<file path="src/rtl/ea_pkg.sv">
package ea_pkg;
  localparam int unsigned EA_W    = 16;
  localparam int unsigned ACC8_W  = 8;
  localparam int unsigned STEP_W  = 3;
  localparam int unsigned OFS5_W  = 5;
  localparam int unsigned OFS9_W  = 9;
  localparam int unsigned REL8_W  = 8;
  localparam int unsigned MODE_W  = 4;
  localparam int unsigned SEL_W   = 2;

  typedef logic [EA_W-1:0] addr_t;

  typedef enum logic [MODE_W-1:0] {
    EAM_DIR     = 4'd0,
    EAM_EXT     = 4'd1,
    EAM_REL8    = 4'd2,
    EAM_REL16   = 4'd3,
    EAM_OFS5    = 4'd4,
    EAM_OFS9    = 4'd5,
    EAM_PREDEC  = 4'd6,
    EAM_PREINC  = 4'd7,
    EAM_POSTDEC = 4'd8,
    EAM_POSTINC = 4'd9,
    EAM_ACC     = 4'd10
  } ea_mode_e;

  typedef enum logic [SEL_W-1:0] {
    BSEL_X  = 2'd0,
    BSEL_Y  = 2'd1,
    BSEL_SP = 2'd2,
    BSEL_PC = 2'd3
  } base_sel_e;

  typedef enum logic [1:0] {
    BK_ZERO = 2'd0,
    BK_PC   = 2'd1,
    BK_SEL  = 2'd2
  } base_kind_e;

  // Sign-extend the low w bits of raw to a full address.
  function automatic addr_t sext_n(input addr_t raw, input int unsigned w);
    addr_t hi_mask;
    hi_mask = ~addr_t'(0) << w;
    return raw[w-1] ? (raw | hi_mask) : (raw & ~hi_mask);
  endfunction

  // Step field: 1..7 as written, 0 stands for 8.
  function automatic addr_t step_decode(input logic [STEP_W-1:0] s);
    return (s == '0) ? addr_t'(1 << STEP_W) : addr_t'(s);
  endfunction

  function automatic logic is_automod(input logic [MODE_W-1:0] m);
    return (m >= MODE_W'(EAM_PREDEC)) && (m <= MODE_W'(EAM_POSTINC));
  endfunction

  function automatic logic is_premod(input logic [MODE_W-1:0] m);
    return (m == MODE_W'(EAM_PREDEC)) || (m == MODE_W'(EAM_PREINC));
  endfunction

  function automatic logic is_decmod(input logic [MODE_W-1:0] m);
    return (m == MODE_W'(EAM_PREDEC)) || (m == MODE_W'(EAM_POSTDEC));
  endfunction

  function automatic logic is_reserved(input logic [MODE_W-1:0] m);
    return m > MODE_W'(EAM_ACC);
  endfunction
endpackage

</file>
<file path="src/rtl/ea_base_mux.sv">
module ea_base_mux
  import ea_pkg::*;
#(
  parameter int unsigned W     = EA_W,
  parameter int unsigned NREG  = 4,
  localparam int unsigned SW   = $clog2(NREG)
) (
  input  logic [W-1:0]  x_i,
  input  logic [W-1:0]  y_i,
  input  logic [W-1:0]  sp_i,
  input  logic [W-1:0]  pc_i,
  input  logic [SW-1:0] sel_i,
  output logic [W-1:0]  base_o
);
  logic [W-1:0] bank [NREG];

  generate
    for (genvar g = 0; g < NREG; g++) begin : g_bank
      if (g == 0)      begin : g_x  assign bank[g] = x_i;  end
      else if (g == 1) begin : g_y  assign bank[g] = y_i;  end
      else if (g == 2) begin : g_sp assign bank[g] = sp_i; end
      else             begin : g_pc assign bank[g] = pc_i; end
    end
  endgenerate

  assign base_o = bank[sel_i];
endmodule

</file>
<file path="src/rtl/ea_offset_gen.sv">
module ea_offset_gen
  import ea_pkg::*;
#(
  parameter int unsigned W = EA_W,
  parameter int unsigned AW8 = ACC8_W
) (
  input  logic [MODE_W-1:0] mode_i,
  input  logic [SEL_W-1:0]  acc_sel_i,
  input  logic [W-1:0]      opnd_i,
  input  logic [AW8-1:0]    acc_a_i,
  input  logic [AW8-1:0]    acc_b_i,
  input  logic [W-1:0]      acc_d_i,
  output logic [W-1:0]      offset_o,
  output base_kind_e        kind_o
);
  logic [W-1:0] acc_pick;

  always_comb begin
    unique case (acc_sel_i)
      2'd0:    acc_pick = W'(acc_a_i);
      2'd1:    acc_pick = W'(acc_b_i);
      default: acc_pick = acc_d_i;
    endcase
  end

  always_comb begin
    offset_o = '0;
    kind_o   = BK_ZERO;
    unique case (mode_i)
      MODE_W'(EAM_DIR):   begin offset_o = {{(W-8){1'b0}}, opnd_i[7:0]};       kind_o = BK_ZERO; end
      MODE_W'(EAM_EXT):   begin offset_o = opnd_i;                              kind_o = BK_ZERO; end
      MODE_W'(EAM_REL8):  begin offset_o = sext_n(opnd_i, REL8_W);              kind_o = BK_PC;   end
      MODE_W'(EAM_REL16): begin offset_o = opnd_i;                              kind_o = BK_PC;   end
      MODE_W'(EAM_OFS5):  begin offset_o = sext_n(opnd_i, OFS5_W);              kind_o = BK_SEL;  end
      MODE_W'(EAM_OFS9):  begin offset_o = sext_n(opnd_i, OFS9_W);              kind_o = BK_SEL;  end
      MODE_W'(EAM_ACC):   begin offset_o = acc_pick;                            kind_o = BK_SEL;  end
      default:            begin offset_o = '0;                                  kind_o = BK_ZERO; end
    endcase
  end
endmodule

</file>
<file path="src/rtl/ea_out_reg.sv">
module ea_out_reg
  import ea_pkg::*;
#(
  parameter int unsigned W = EA_W
) (
  input  logic             clk,
  input  logic             rst_n,
  input  logic             d_valid,
  input  logic [W-1:0]     d_ea,
  input  logic             d_wb_en,
  input  logic [SEL_W-1:0] d_wb_sel,
  input  logic [W-1:0]     d_wb_val,
  output logic             q_valid,
  output logic [W-1:0]     q_ea,
  output logic             q_wb_en,
  output logic [SEL_W-1:0] q_wb_sel,
  output logic [W-1:0]     q_wb_val
);
  always_ff @(posedge clk or negedge rst_n) begin
    if (!rst_n) begin
      q_valid  <= 1'b0;
      q_ea     <= '0;
      q_wb_en  <= 1'b0;
      q_wb_sel <= '0;
      q_wb_val <= '0;
    end else begin
      q_valid  <= d_valid;
      q_ea     <= d_ea;
      q_wb_en  <= d_wb_en;
      q_wb_sel <= d_wb_sel;
      q_wb_val <= d_wb_val;
    end
  end
endmodule

</file>
<file path="src/rtl/ea_addr_unit.sv">
module ea_addr_unit
  import ea_pkg::*;
#(
  parameter int unsigned W = EA_W
) (
  input  logic              clk,
  input  logic              rst_n,
  input  logic              req_valid_i,
  input  logic [3:0]        mode_i,
  input  logic [1:0]        base_sel_i,
  input  logic [1:0]        acc_sel_i,
  input  logic [15:0]       opnd_i,
  input  logic [15:0]       x_i,
  input  logic [15:0]       y_i,
  input  logic [15:0]       sp_i,
  input  logic [15:0]       pc_i,
  input  logic [7:0]        acc_a_i,
  input  logic [7:0]        acc_b_i,
  input  logic [15:0]       acc_d_i,
  output logic              ea_valid_o,
  output logic [15:0]       ea_o,
  output logic              wb_en_o,
  output logic [1:0]        wb_sel_o,
  output logic [15:0]       wb_val_o
);
  logic [W-1:0] sel_base;
  logic [W-1:0] offset;
  base_kind_e   kind;
  logic [W-1:0] eff_base;
  logic [W-1:0] plain_sum;
  logic [W-1:0] step;
  logic [W-1:0] stepped;

  // Named events, observed by the bound checker.
  logic ev_automod;
  logic ev_illegal;
  logic ev_wb_fire;

  logic [W-1:0]     nxt_ea;
  logic [W-1:0]     nxt_wb_val;
  logic [SEL_W-1:0] nxt_wb_sel;

  ea_base_mux #(.W(W), .NREG(4)) u_base (
    .x_i   (x_i),
    .y_i   (y_i),
    .sp_i  (sp_i),
    .pc_i  (pc_i),
    .sel_i (base_sel_i),
    .base_o(sel_base)
  );

  ea_offset_gen #(.W(W), .AW8(ACC8_W)) u_ofs (
    .mode_i   (mode_i),
    .acc_sel_i(acc_sel_i),
    .opnd_i   (opnd_i),
    .acc_a_i  (acc_a_i),
    .acc_b_i  (acc_b_i),
    .acc_d_i  (acc_d_i),
    .offset_o (offset),
    .kind_o   (kind)
  );

  always_comb begin
    unique case (kind)
      BK_PC:   eff_base = pc_i;
      BK_SEL:  eff_base = sel_base;
      default: eff_base = '0;
    endcase
  end

  // Sums wrap modulo 2^W.
  assign plain_sum = eff_base + offset;
  assign step      = step_decode(opnd_i[STEP_W-1:0]);
  assign stepped   = is_decmod(mode_i) ? (sel_base - step) : (sel_base + step);

  assign ev_automod = is_automod(mode_i);
  assign ev_illegal = is_reserved(mode_i) ||
                      (ev_automod && (base_sel_i == SEL_W'(BSEL_PC)));
  assign ev_wb_fire = req_valid_i && ev_automod && !ev_illegal;

  always_comb begin
    nxt_ea     = '0;
    nxt_wb_val = '0;
    nxt_wb_sel = '0;
    if (req_valid_i && !ev_illegal) begin
      if (ev_automod) begin
        nxt_ea     = is_premod(mode_i) ? stepped : sel_base;
        nxt_wb_val = stepped;
        nxt_wb_sel = base_sel_i;
      end else begin
        nxt_ea = plain_sum;
      end
    end
  end

  ea_out_reg #(.W(W)) u_reg (
    .clk     (clk),
    .rst_n   (rst_n),
    .d_valid (req_valid_i),
    .d_ea    (nxt_ea),
    .d_wb_en (ev_wb_fire),
    .d_wb_sel(nxt_wb_sel),
    .d_wb_val(nxt_wb_val),
    .q_valid (ea_valid_o),
    .q_ea    (ea_o),
    .q_wb_en (wb_en_o),
    .q_wb_sel(wb_sel_o),
    .q_wb_val(wb_val_o)
  );
endmodule

</file>
<file path="config.mk">
export PLATFORM = sky130hd
export DESIGN_NAME = ea_addr_unit
export DESIGN_NICKNAME = d
export VERILOG_FILES = /design/src/rtl/ea_pkg.sv /design/src/rtl/ea_base_mux.sv /design/src/rtl/ea_offset_gen.sv /design/src/rtl/ea_out_reg.sv /design/src/rtl/ea_addr_unit.sv
export SDC_FILE = /design/constraint.sdc
export NUM_CORES = 1
export LEC_CHECK = 0
export ABC_AREA = 1
export BUFFER_PORTS_ARGS = -buffer_cell sky130_fd_sc_hd__buf_2
export CAP_MARGIN = 20
export CORE_ASPECT_RATIO = 0.5
export CORE_MARGIN = 2
export CORE_UTILIZATION = 48
export DETAILED_ROUTE_END_ITERATION = 16
export PLACE_DENSITY_LB_ADDON = 0.1
export SLEW_MARGIN = 0
export SYNTH_ARGS = -nofsm -noshare
export SYNTH_HDL_FRONTEND = slang
export SYNTH_HIERARCHICAL = 1
export SYNTH_SLANG_ARGS = --single-unit
</file>
<file path="constraint.sdc">
create_clock -name clk -period 0.8 [get_ports clk]
set_input_delay 0.04 -clock clk [delete_from_list [all_inputs] [get_ports clk]]
set_output_delay 0.04 -clock clk [all_outputs]
set_load 0.03 [all_outputs]
</file>
==> flow_summary.json, run 1 <==
{
  "die_h_um": 75.86,
  "worstHoldStart": "req_valid_i",
  "clk_pin_slew_ns": 0.06,
  "total_power_mw": 10.75,
  "drive_gt1_share_pct": 49.45,
  "hold_viol_final": 0,
  "required_ns": 1.01,
  "worst_pin_slew_ns": 0.6708,
  "cts_tree": "done",
  "syn_area_mm2": 0.004957,
  "route.final.wire_length_um": 26010,
  "via_count": 7599,
  "first_iter_violations": 827,
  "max_cap_violations": 0,
  "firstDrtPassIters": 7,
  "finalWorstSetupSlack_ns": -1.584,
  "initial_core_util_pct": 49.00,
  "pre_cts_slack_ns": -1.896,
  "grt_pass1_vias": 6398,
  "cts.sinks": 36,
  "cp_max_fo": 4,
  "finalSetupViolations": 71,
  "dieArea_mm2": 0.01121,
  "crit_top_cell": "nand2_2",
  "synth_adder_area_share_pct": 9.389,
  "vdd_drop_max_mv": 0.9258,
  "finalNetCount": 1345,
  "syn2layout_area_growth_pct": 82.16,
  "outcome": "finished with violations",
  "numCtsBuffers": 5,
  "max-slew-margin-rel_pct": 55.23,
  "multi_input_area_mm2": 0.004696,
  "ys_ff_latch": 36,
  "viasPerCell": 5.726,
  "cp-end-kind": "flip-flop",
  "synth.avg_cell_area_um2": 5.614,
  "clockBufferDepth": 2,
  "crit_path_max_incr_delay_ns": 0.31,
  "syn-num-nets": 1042,
  "wl_per_cell_um": 19.60,
  "grt_usage_pct": 35.95,
  "place_inst": 1292,
  "fill_cells": 504,
  "finalCriticalPeriod_ns": 2.384,
  "drv_slew": 0,
  "power_density_mw_per_mm2": 1191,
  "cts_max_level": 2,
  "rsz0062_at_grt": "yes",
  "synth_cells": 883,
  "crit_slowest_cell": "ha_1",
  "core-area_mm2": 0.01012,
  "ys_warn_count": 6,
  "num_rows": 26,
  "crit_start": "mode_i[3]",
  "setup-tns-final_ns": -44.48,
  "die_w_um": 147.7,
  "grt_pass1_wl_um": 31310,
  "yosysSeqAreaShare_pct": 18.17,
  "ios": 159,
  "fin_cells": 1327,
  "critPathKind": "in2reg",
  "gp_congestion": 0.9509,
  "synth_xor_xnor_area_share_pct": 2.827,
  "timing.hold.worst_path_depth": 5,
  "drc": 0,
  "layout.area.seq_um2": 900.9,
  "finalInstanceArea_mm2": 0.009030,
  "root_buffer": "clkbuf_16",
  "hp-class": "in2reg",
  "violations": "negative setup slack",
  "synth_top_family_by_area": "simple AND/OR/NAND/NOR gates",
  "numPortBuffers": 158,
  "worstSetupStartpointType": "input port",
  "synth_compound_area_share_pct": 9.263,
  "grt_overflow": 0,
  "n_antenna_cell": 0,
  "synthDistinctLibCells": 36,
  "dpl-instance-area_mm2": 0.007013,
  "crit_arrival_ns": 2.60,
  "p_leak_nw": 4.940,
  "drtAntennaViolNets": 0,
  "synth.area.mux_share_pct": 0,
  "period_share_pct": 298.1,
  "antenna_found_initial": 0,
  "yosys.area_share.simple_pct": 45.25,
  "post-dp-hpwl_um": 15020,
  "crit_chain": "buf_8, buf_8, inv_12, nor2_4, nand2_2, nand2_4, nand2_4, inv_4, buf_4, nand2_1, o21ai_1, ha_1, nand2_2, inv_1, a21oi_2, nand2_2, nand2_2, nand2_1, nand2_2, nand3_1, nand2_1, inv_1, nor2_4",
  "max_freq_mhz": 419.4,
  "grt_max_degree": 37
}
layer usage:
metal  vias to the layer above  global-route usage, %  routed length (um)
li1                       3339                      -                   -
met1                      3398                  46.51                9169
met2                       650                  64.03               11590
met3                       212                  5.449                3417
met4                         0                  10.36                1825
met5                         -                      0                   0
metrics by stage:
stage          utilization, %  hold WS, ns
2_1_floorplan               -      -0.2556
3_3_place_gp            69.32      0.01478
3_5_place_dp            69.32      0.01310
4_1_cts                 79.69       0.1658
5_1_grt                 89.25       0.1896
6_report                89.25       0.1807
cell usage after synthesis:
| library cell | n | area [um2] |
|---|---|---|
| nand2_1 | 329 | 1235 |
| inv_1 | 142 | 533.0 |
| nand3_1 | 95 | 475.5 |
| nor2_1 | 74 | 277.8 |
| a21oi_1 | 50 | 250.2 |
| dfrtp_1 | 36 | 900.9 |
| ha_1 | 34 | 425.4 |
| o21ai_0 | 27 | 135.1 |
| nor2_2 | 12 | 75.07 |
| clkbuf_1 | 9 | 33.78 |
| xnor2_1 | 9 | 78.83 |
| buf_6 | 8 | 90.09 |
| xor2_1 | 7 | 61.31 |
| buf_2 | 6 | 30.03 |
| nor3_1 | 6 | 30.03 |
| inv_2 | 5 | 18.77 |
| nand4_1 | 5 | 31.28 |
| buf_4 | 4 | 30.03 |
| nand2_4 | 3 | 33.78 |
| and2_1 | 2 | 12.51 |
| fa_1 | 2 | 40.04 |
| inv_4 | 2 | 12.51 |
| nand2_2 | 2 | 12.51 |
| nand3b_1 | 2 | 15.01 |
| a21boi_0 | 1 | 7.510 |
| a21o_1 | 1 | 7.510 |
| a221oi_1 | 1 | 8.760 |
| a31oi_4 | 1 | 21.27 |
| and3_1 | 1 | 6.260 |
| nand3_2 | 1 | 10.01 |
| nand3_4 | 1 | 17.52 |
| nor2_4 | 1 | 11.26 |
| o21a_1 | 1 | 7.510 |
| o21bai_1 | 1 | 7.510 |
| o22ai_1 | 1 | 6.260 |
| o31ai_1 | 1 | 7.510 |
worst max-delay path, delay by kind of cell:
family                   cells  cell delay (ns)
AO/OA/AOI/OAI                2             0.30
buffers and inverters        7             0.62
adder cells (fa/ha/maj)      1             0.31
AND/OR/NAND/NOR             13             1.28
cells in the final DEF, fill, tap and decap left out, types with 20 or more instances in the layout:
cell type	instances
nand2_1	250
inv_1	128
buf_4	127
buf_2	118
nand3_1	71
nand2_2	62
buf_6	62
nor2_1	55
dfrtp_1	36
a21oi_2	28
ha_4	26
nand2_4	22
nor2_2	20
where the power goes:
part / switching (mW) / leakage, nW / internal, mW
clock network: 0.820 / 0.0736 / 1.15
registers: 0.0722 / 0.491 / 1.92
logic: 3.83 / 4.38 / 2.96
timing repair:
item | 4_1_cts | 5_1_grt
pin swaps | 41 | 81
setup buffers | 13 | 20
endpoints found under the setup margin | 71 | 71
hold buffers | 2 | 0
endpoints found under the hold margin | 37 | 0
resized for setup | 207 | 198
logic make-up (layout without fill, tap and decap cells):
kind of cell	Yosys count	count (layout)
AOI/OAI and AO/OA	85	85
buffers and inverters	176	480
xor gates and xnor gates	16	16
DFF	36	36
adders and majority gates	36	36
and+or+nand+nor	534	534
path summary, 6_finish.rpt:
kind,to,slack [ns]
hold / removal,u_reg/q_ea[0],0.18
min in group asynchronous,u_reg/q_wb_val[3],0.27
setup / recovery,u_reg/q_ea[13],-1.58
max in group asynchronous,u_reg/q_wb_val[4],0.35
final cells by class:
cell class / instances / area share, %
clock buffers: 5 / 1.386
clock inverters: 3 / 0.2078
repair buffers: 323 / 27.93
flip-flops and latches: 36 / 9.976
inverters: 149 / 6.554
well taps: 140 / 1.940
multi-input cells: 671 / 52.00
registers in the layout (all words and copies together), names as in the netlist:
register        flops
u_reg/q_valid       1
u_reg/q_wb_en       1
u_reg/q_wb_val     16
u_reg/q_wb_sel      2
u_reg/q_ea         16
No activity file was read; power rests on OpenSTA's default activity.
==> inputs of run 2 (changes only) <==
--- a/config.mk
+++ b/config.mk
@@ -13,6 +13,7 @@
 export CORE_UTILIZATION = 48
 export DETAILED_ROUTE_END_ITERATION = 16
 export PLACE_DENSITY_LB_ADDON = 0.1
+export RECOVER_POWER = 50
 export SLEW_MARGIN = 0
 export SYNTH_ARGS = -nofsm -noshare
 export SYNTH_HDL_FRONTEND = slang
==> flow_summary.json, run 2 (synthesized netlist as in run 1, its figures left out) <==
{
  "numPortBuffers": 158,
  "vdd_drop_max_mv": 0.9309,
  "numCtsBuffers": 5,
  "root_buffer": "clkbuf_16",
  "rsz0062_at_grt": "yes",
  "max_freq_mhz": 420.3,
  "ios": 159,
  "finalSetupViolations": 71,
  "critPathKind": "in2reg",
  "finalInstanceArea_mm2": 0.009017,
  "drive_gt1_share_pct": 49.45,
  "firstDrtPassIters": 7,
  "die_w_um": 147.7,
  "n_antenna_cell": 0,
  "outcome": "finished with violations",
  "cts.sinks": 36,
  "setup-tns-final_ns": -44.42,
  "finalNetCount": 1345,
  "cts_tree": "done",
  "dieArea_mm2": 0.01121,
  "grt_pass1_wl_um": 31310,
  "post-dp-hpwl_um": 15020,
  "crit_top_cell": "nand2_2",
  "crit_arrival_ns": 2.59,
  "top_regs": "u_reg/q_ea x16, u_reg/q_wb_val x16, u_reg/q_wb_sel x2",
  "grt_pass1_vias": 6398,
  "grt_max_degree": 37,
  "fin_cells": 1327,
  "required_ns": 1.01,
  "fill_cells": 506,
  "final_common_cell": "nand2_1",
  "whs_ns": 0.1835,
  "grt_overflow": 0,
  "clk_pin_slew_ns": 0.06,
  "worst_pin_slew_ns": 0.6681,
  "crit_chain": "buf_8, buf_8, inv_12, nor2_4, nand2_2, nand2_4, nand2_4, inv_4, buf_4, nand2_1, o21ai_1, ha_1, nand2_2, inv_1, a21oi_2, nand2_2, nand2_2, nand2_1, nand2_2, nand3_1, nand2_1, inv_1, nor2_4",
  "dpl-instance-area_mm2": 0.007013,
  "max-slew-margin-rel_pct": 55.41,
  "cp-end-kind": "flip-flop",
  "drc": 0,
  "power_density_mw_per_mm2": 1191,
  "violations": "negative setup slack",
  "place_inst": 1292,
  "die_h_um": 75.86,
  "via_count": 7569,
  "hp-class": "in2reg",
  "route.final.wire_length_um": 26020,
  "drv_slew": 0,
  "final_cell_mix": "250 x nand2_1, 128 x inv_1, 128 x buf_4",
  "grt_usage_pct": 35.95,
  "crit_slowest_cell": "ha_1",
  "wl_per_cell_um": 19.61,
  "core-area_mm2": 0.01012,
  "p_leak_nw": 4.935,
  "finalCriticalPeriod_ns": 2.379,
  "antenna_found_initial": 0,
  "period_share_pct": 297.4,
  "cts_max_level": 2,
  "first_iter_violations": 827,
  "clockBufferDepth": 2,
  "finalWorstSetupSlack_ns": -1.579,
  "crit_path_max_incr_delay_ns": 0.31,
  "num_rows": 26,
  "gp_congestion": 0.9509,
  "cp_max_fo": 4,
  "hold_viol_final": 0,
  "drtAntennaViolNets": 0,
  "total_power_mw": 10.74,
  "initial_core_util_pct": 49.00,
  "viasPerCell": 5.704,
  "max_cap_violations": 0,
  "worstSetupStartpointType": "input port",
  "syn2layout_area_growth_pct": 81.90
}
==> run 2: layout make-up <==
cell class	count	area, um2	share of cell area [%]
clock inverter	3	18.77	0.2081
timing repair buffer	323	2510	27.83
clock buffer	5	125.1	1.388
inverter	149	591.8	6.563
tap	140	175.2	1.943
multi-input combinational	671	4696	52.07
sequential	36	900.9	9.990
==> run 2: per-stage QoR <==
stage | setup slack, ns | util [%]
after global placement | -1.776 | 69.32
after detailed placement | -1.896 | 69.32
after floorplan | -1.493 | -
after CTS | -1.285 | 79.69
after global routing | -1.591 | 89.13
final | -1.579 | 89.13
==> run 2: path summary, 6_finish.rpt <==
path / from / endpoint / depth (start not counted)
worst max-delay path: mode_i[3] / u_reg/q_ea[13] / 23
worst min-delay path: req_valid_i / u_reg/q_ea[0] / 5
max in group asynchronous: rst_n / u_reg/q_wb_val[4] / 3
min in group asynchronous: rst_n / u_reg/q_wb_val[7] / 3
==> run 2: metal layers <==
| metal | routed length (um) | vias to the layer above | GRT usage [%] |
|---|---|---|---|
| met1 | 9134 | 3387 | 46.51 |
| met5 | 0 | - | 0 |
| li1 | - | 3337 | - |
| met4 | 1815 | 0 | 10.36 |
| met3 | 3493 | 192 | 5.449 |
| met2 | 11580 | 653 | 64.03 |
==> run 2: worst max-delay path, delay by kind of cell <==
family,cells,cell delay (ns)
adders and majority gates,1,0.31
AOI/OAI and AO/OA,2,0.31
buffers and inverters,7,0.63
and+or+nand+nor,13,1.29
==> run 2: what timing repair did <==
item,CTS,global route
resized for setup,207,198
setup endpoints to repair,71,71
pin swaps,41,81
setup buffers,13,20
hold buffers,2,0
endpoints found under the hold margin,37,0
cloned,0,0
==> run 2: power by group <==
part	switching, mW	internal (mW)	leakage [nW]
Combinational	3.83	2.95	4.37
Clock	0.821	1.15	0.0736
Sequential	0.0725	1.92	0.491
Total	4.72	6.02	4.94
==> inputs of run 3 (changes only) <==
==> constraint.sdc (replaced) <==
create_clock -name clk -period 0.8 [get_ports clk]
set_input_delay 0.04 -clock clk [delete_from_list [all_inputs] [get_ports clk]]
set_output_delay 0.04 -clock clk [all_outputs]
set_load 0.1 [all_outputs]
==> flow_summary.json, run 3 <==
{
  "root_buffer": "clkbuf_16",
  "syn-num-nets": 1042,
  "failing_step": "5_1_grt",
  "initial_core_util_pct": 49.00,
  "grt_overflow": 924,
  "numCtsBuffers": 5,
  "yosysMostFrequentCell": "nand2_1",
  "grt_usage_pct": 98.88,
  "clockBufferDepth": 2,
  "async_flop_share_pct": 100.0,
  "synth_cells": 883,
  "grt_max_degree": 37,
  "synth_edf_count": 0,
  "ys_ff_latch": 36,
  "syn_area_mm2": 0.004957,
  "numPortBuffers": 158,
  "die_h_um": 75.86,
  "place_inst": 1293,
  "cts_max_level": 2,
  "yosysSeqAreaShare_pct": 18.17,
  "outcome": "did not finish",
  "worstEpCategory": "register input",
  "num_rows": 26,
  "synth_top_area_cell": "nand2_1",
  "ys_top_cells_by_area": "nand2_1 25%, dfrtp_1 18%, inv_1 11%, nand3_1 9.6%, ha_1 8.6%",
  "worst_endpoint": "u_reg/q_ea[8]$_DFF_PN0_/D",
  "ios": 159,
  "post-dp-hpwl_um": 16160,
  "yosys-top-cells-count": "329 x nand2_1, 142 x inv_1, 95 x nand3_1, 74 x nor2_1, 50 x a21oi_1",
  "synth_top_area_share_pct": 24.91,
  "synth_flop_cell": "dfrtp_1",
  "ys_warn_count": 6,
  "die_w_um": 147.7,
  "synth.avg_cell_area_um2": 5.614,
  "cts.sinks": 36,
  "error": "[ERROR GRT-0232] Routing congestion too high. Check the congestion heatmap in the GUI.",
  "synthDistinctLibCells": 36,
  "gp_congestion": 0.9659
}
-- run 3: cell counts after synthesis --
No cell type changed its count.
-- run 3: cell families after synthesis --
| family | synth area share, % |
|---|---|
| compound gates | 9.263 |
| xor+xnor | 2.827 |
| fa+ha+maj | 9.389 |
| buf+inv | 15.09 |
| flops | 18.17 |
| simple gates | 45.25 |
-- run 3: what timing repair did --
item                                   in CTS
setup endpoints to repair                  71
endpoints found under the hold margin      37
hold buffers                                2
pin swaps                                  81
resized for setup                         194
setup buffers                              26
-- run 3: metal layers --
metal,GRT usage (%),GRT overflow
met1,86.26,11
met2,132.1,642
met3,74.61,23
met5,59.17,11
met4,120.6,237
-- run 3: per-stage QoR --
stage	hold WS [ns]	worst slack (ns)	setup TNS, ns	utilization, %	cell area [um2]
floorplan	-0.2556	-1.493	-36.07	-	5226
global placement	0.01196	-1.778	-50.83	74.92	7580
detailed placement	0.02601	-1.873	-53.46	74.92	7580
CTS	0.1600	-1.282	-39.02	85.82	8682
==> inputs of run 4 (changes only) <==
--- a/config.mk
+++ b/config.mk
@@ -8,11 +8,10 @@
 export ABC_AREA = 1
 export BUFFER_PORTS_ARGS = -buffer_cell sky130_fd_sc_hd__buf_2
 export CAP_MARGIN = 20
-export CORE_ASPECT_RATIO = 0.5
 export CORE_MARGIN = 2
-export CORE_UTILIZATION = 48
+export CORE_UTILIZATION = 40
 export DETAILED_ROUTE_END_ITERATION = 16
-export PLACE_DENSITY_LB_ADDON = 0.1
+export PLACE_DENSITY_LB_ADDON = 0.15
 export RECOVER_POWER = 50
 export SLEW_MARGIN = 0
 export SYNTH_ARGS = -nofsm -noshare
==> constraint.sdc (replaced) <==
create_clock -name clk -period 1 [get_ports clk]
set_input_delay 0.05 -clock clk [delete_from_list [all_inputs] [get_ports clk]]
set_output_delay 0.05 -clock clk [all_outputs]
set_load 0.1 [all_outputs]
==> flow_summary.json, run 4 (synthesized netlist as in run 1, its figures left out) <==
{
  "top_regs": "u_reg/q_ea x16, u_reg/q_wb_val x16, u_reg/q_wb_sel x2",
  "root_buffer": "clkbuf_16",
  "p_leak_nw": 5.059,
  "dieArea_mm2": 0.01330,
  "clk_pin_slew_ns": 0.06,
  "finalSetupViolations": 35,
  "netSwitchingFraction_pct": 42.46,
  "n_antenna_cell": 0,
  "final_core_util_pct": 78.13,
  "viasPerCell": 5.129,
  "vdd_drop_max_mv": 0.8861,
  "rsz0062_at_grt": "yes",
  "period_share_pct": 210.4,
  "critPathKind": "in2reg",
  "drc": 0,
  "grt_overflow": 0,
  "cp-end-kind": "flip-flop",
  "finalWorstSetupSlack_ns": -1.104,
  "drtAntennaViolNets": 0,
  "combinationalPowerShare_pct": 62.1,
  "p_seq_share_pct": 17.9,
  "max_cap_violations": 0,
  "route.final.wire_length_um": 21950,
  "num_rows": 40,
  "crit_arrival_ns": 2.33,
  "cts_max_level": 2,
  "grt_pass1_vias": 6422,
  "cts.sinks": 36,
  "p_sw_mw": 3.823,
  "grt_max_degree": 37,
  "hold_viol_final": 0,
  "cts_tree": "done",
  "numCtsBuffers": 5,
  "hp-class": "in2reg",
  "grt_pass1_wl_um": 30840,
  "via_count": 7006,
  "wl_per_cell_um": 16.07,
  "gp_congestion": 0.9965,
  "clockBufferDepth": 2,
  "worstSetupStartpointType": "input port",
  "ios": 159,
  "initial_core_util_pct": 41.10,
  "die_w_um": 115.3,
  "violations": "negative setup slack",
  "first_iter_violations": 471,
  "max-slew-margin-rel_pct": 65.56,
  "p_clk_share_pct": 20.1,
  "final_cell_mix": "243 x nand2_1, 147 x buf_4, 123 x inv_1",
  "syn2layout_area_growth_pct": 90.11,
  "required_ns": 1.22,
  "numPortBuffers": 158,
  "drv_slew": 0,
  "post-dp-hpwl_um": 15230,
  "firstDrtPassIters": 5,
  "fin_cells": 1366,
  "outcome": "finished with violations",
  "cp_max_fo": 5,
  "antenna_found_initial": 0,
  "grt_usage_pct": 29.39,
  "final_common_cell": "nand2_1",
  "power_density_mw_per_mm2": 955.4,
  "drive_gt1_share_pct": 51.42,
  "die_h_um": 115.3,
  "core-area_mm2": 0.01206,
  "total_power_mw": 9.004,
  "finalNetCount": 1356,
  "place_inst": 1327,
  "p_int_mw": 5.181,
  "finalCriticalPeriod_ns": 2.104,
  "max_freq_mhz": 475.3,
  "worst_pin_slew_ns": 0.5167
}
## run 4: path summary, 6_finish.rpt
kind                                endpoint  cells after the start         from  slack, ns
max                            u_reg/q_ea[9]                     23    mode_i[3]      -1.10
min in group asynchronous  u_reg/q_wb_val[6]                      3        rst_n       0.37
min                            u_reg/q_ea[4]                      3  req_valid_i       0.13
max in group asynchronous     u_reg/q_ea[13]                      3        rst_n       0.26
## run 4: repair_timing
item	4_1_cts	5_1_grt
resized for setup	133	205
hold buffers	2	0
pin swaps	61	99
endpoints found under the setup margin	35	35
cloned	1	0
hold endpoints to repair	37	0
setup buffers	14	17
## run 4: layer usage
metal,track usage (%),vias up,share of wire [%]
li1,-,3371,-
met1,36.90,3195,38
met2,51.89,360,50
met3,5.324,80,7.9
met4,7.390,0,4.1
met5,0,-,0
## run 4: power by group through the flow
stage               Sequential (mW)  Combinational, mW  Clock, mW
global route                   1.61               5.93       1.89
CTS                            1.61               4.71       1.80
global placement               1.64               4.19          0
detailed placement             1.64               4.20          0
floorplan                      2.16               1.73          0
finish                         1.61               5.59       1.81
## run 4: area by class of cell
| class | instances | area [um2] |
|---|---|---|
| multi-input combinational | 671 | 4687 |
| inverter | 149 | 591.8 |
| fill | 834 | 2638 |
| timing repair buffer | 334 | 2870 |
| sequential | 36 | 900.9 |
| clock inverter | 2 | 35.03 |
| tap | 168 | 210.2 |
| clock buffer | 6 | 128.9 |
## run 4: through the flow
step / hold slack (ns) / cell area, um2 / setup WS [ns] / setup TNS, ns
after floorplan: -0.2456 / 5165 / -1.303 / -29.50
after global placement: 0.02850 / 7589 / -1.660 / -44.35
after detailed placement: 0.03109 / 7589 / -1.674 / -45.65
after CTS: 0.1144 / 8501 / -1.049 / -27.89
after global routing: 0.1346 / 9424 / -1.239 / -32.67
final: 0.1268 / 9424 / -1.104 / -29.79
## run 4: worst max-delay path, stage by stage
cell and delay (ns):
buf_12 0.10, buf_8 0.10, inv_8 0.04, nor2_4 0.11
nand2_2 0.08, nand2_4 0.08, nand2_4 0.07, inv_4 0.08
nor2_2 0.04, xor2_1 0.13, ha_1 0.35, nand2_2 0.13
nand2_2 0.07, a21oi_2 0.14, nand2_2 0.10, buf_6 0.14
nand2_4 0.07, nand2_2 0.05, nand2_2 0.09, nand3_1 0.07
nand2_1 0.08, nand2_1 0.06, nor2_1 0.09
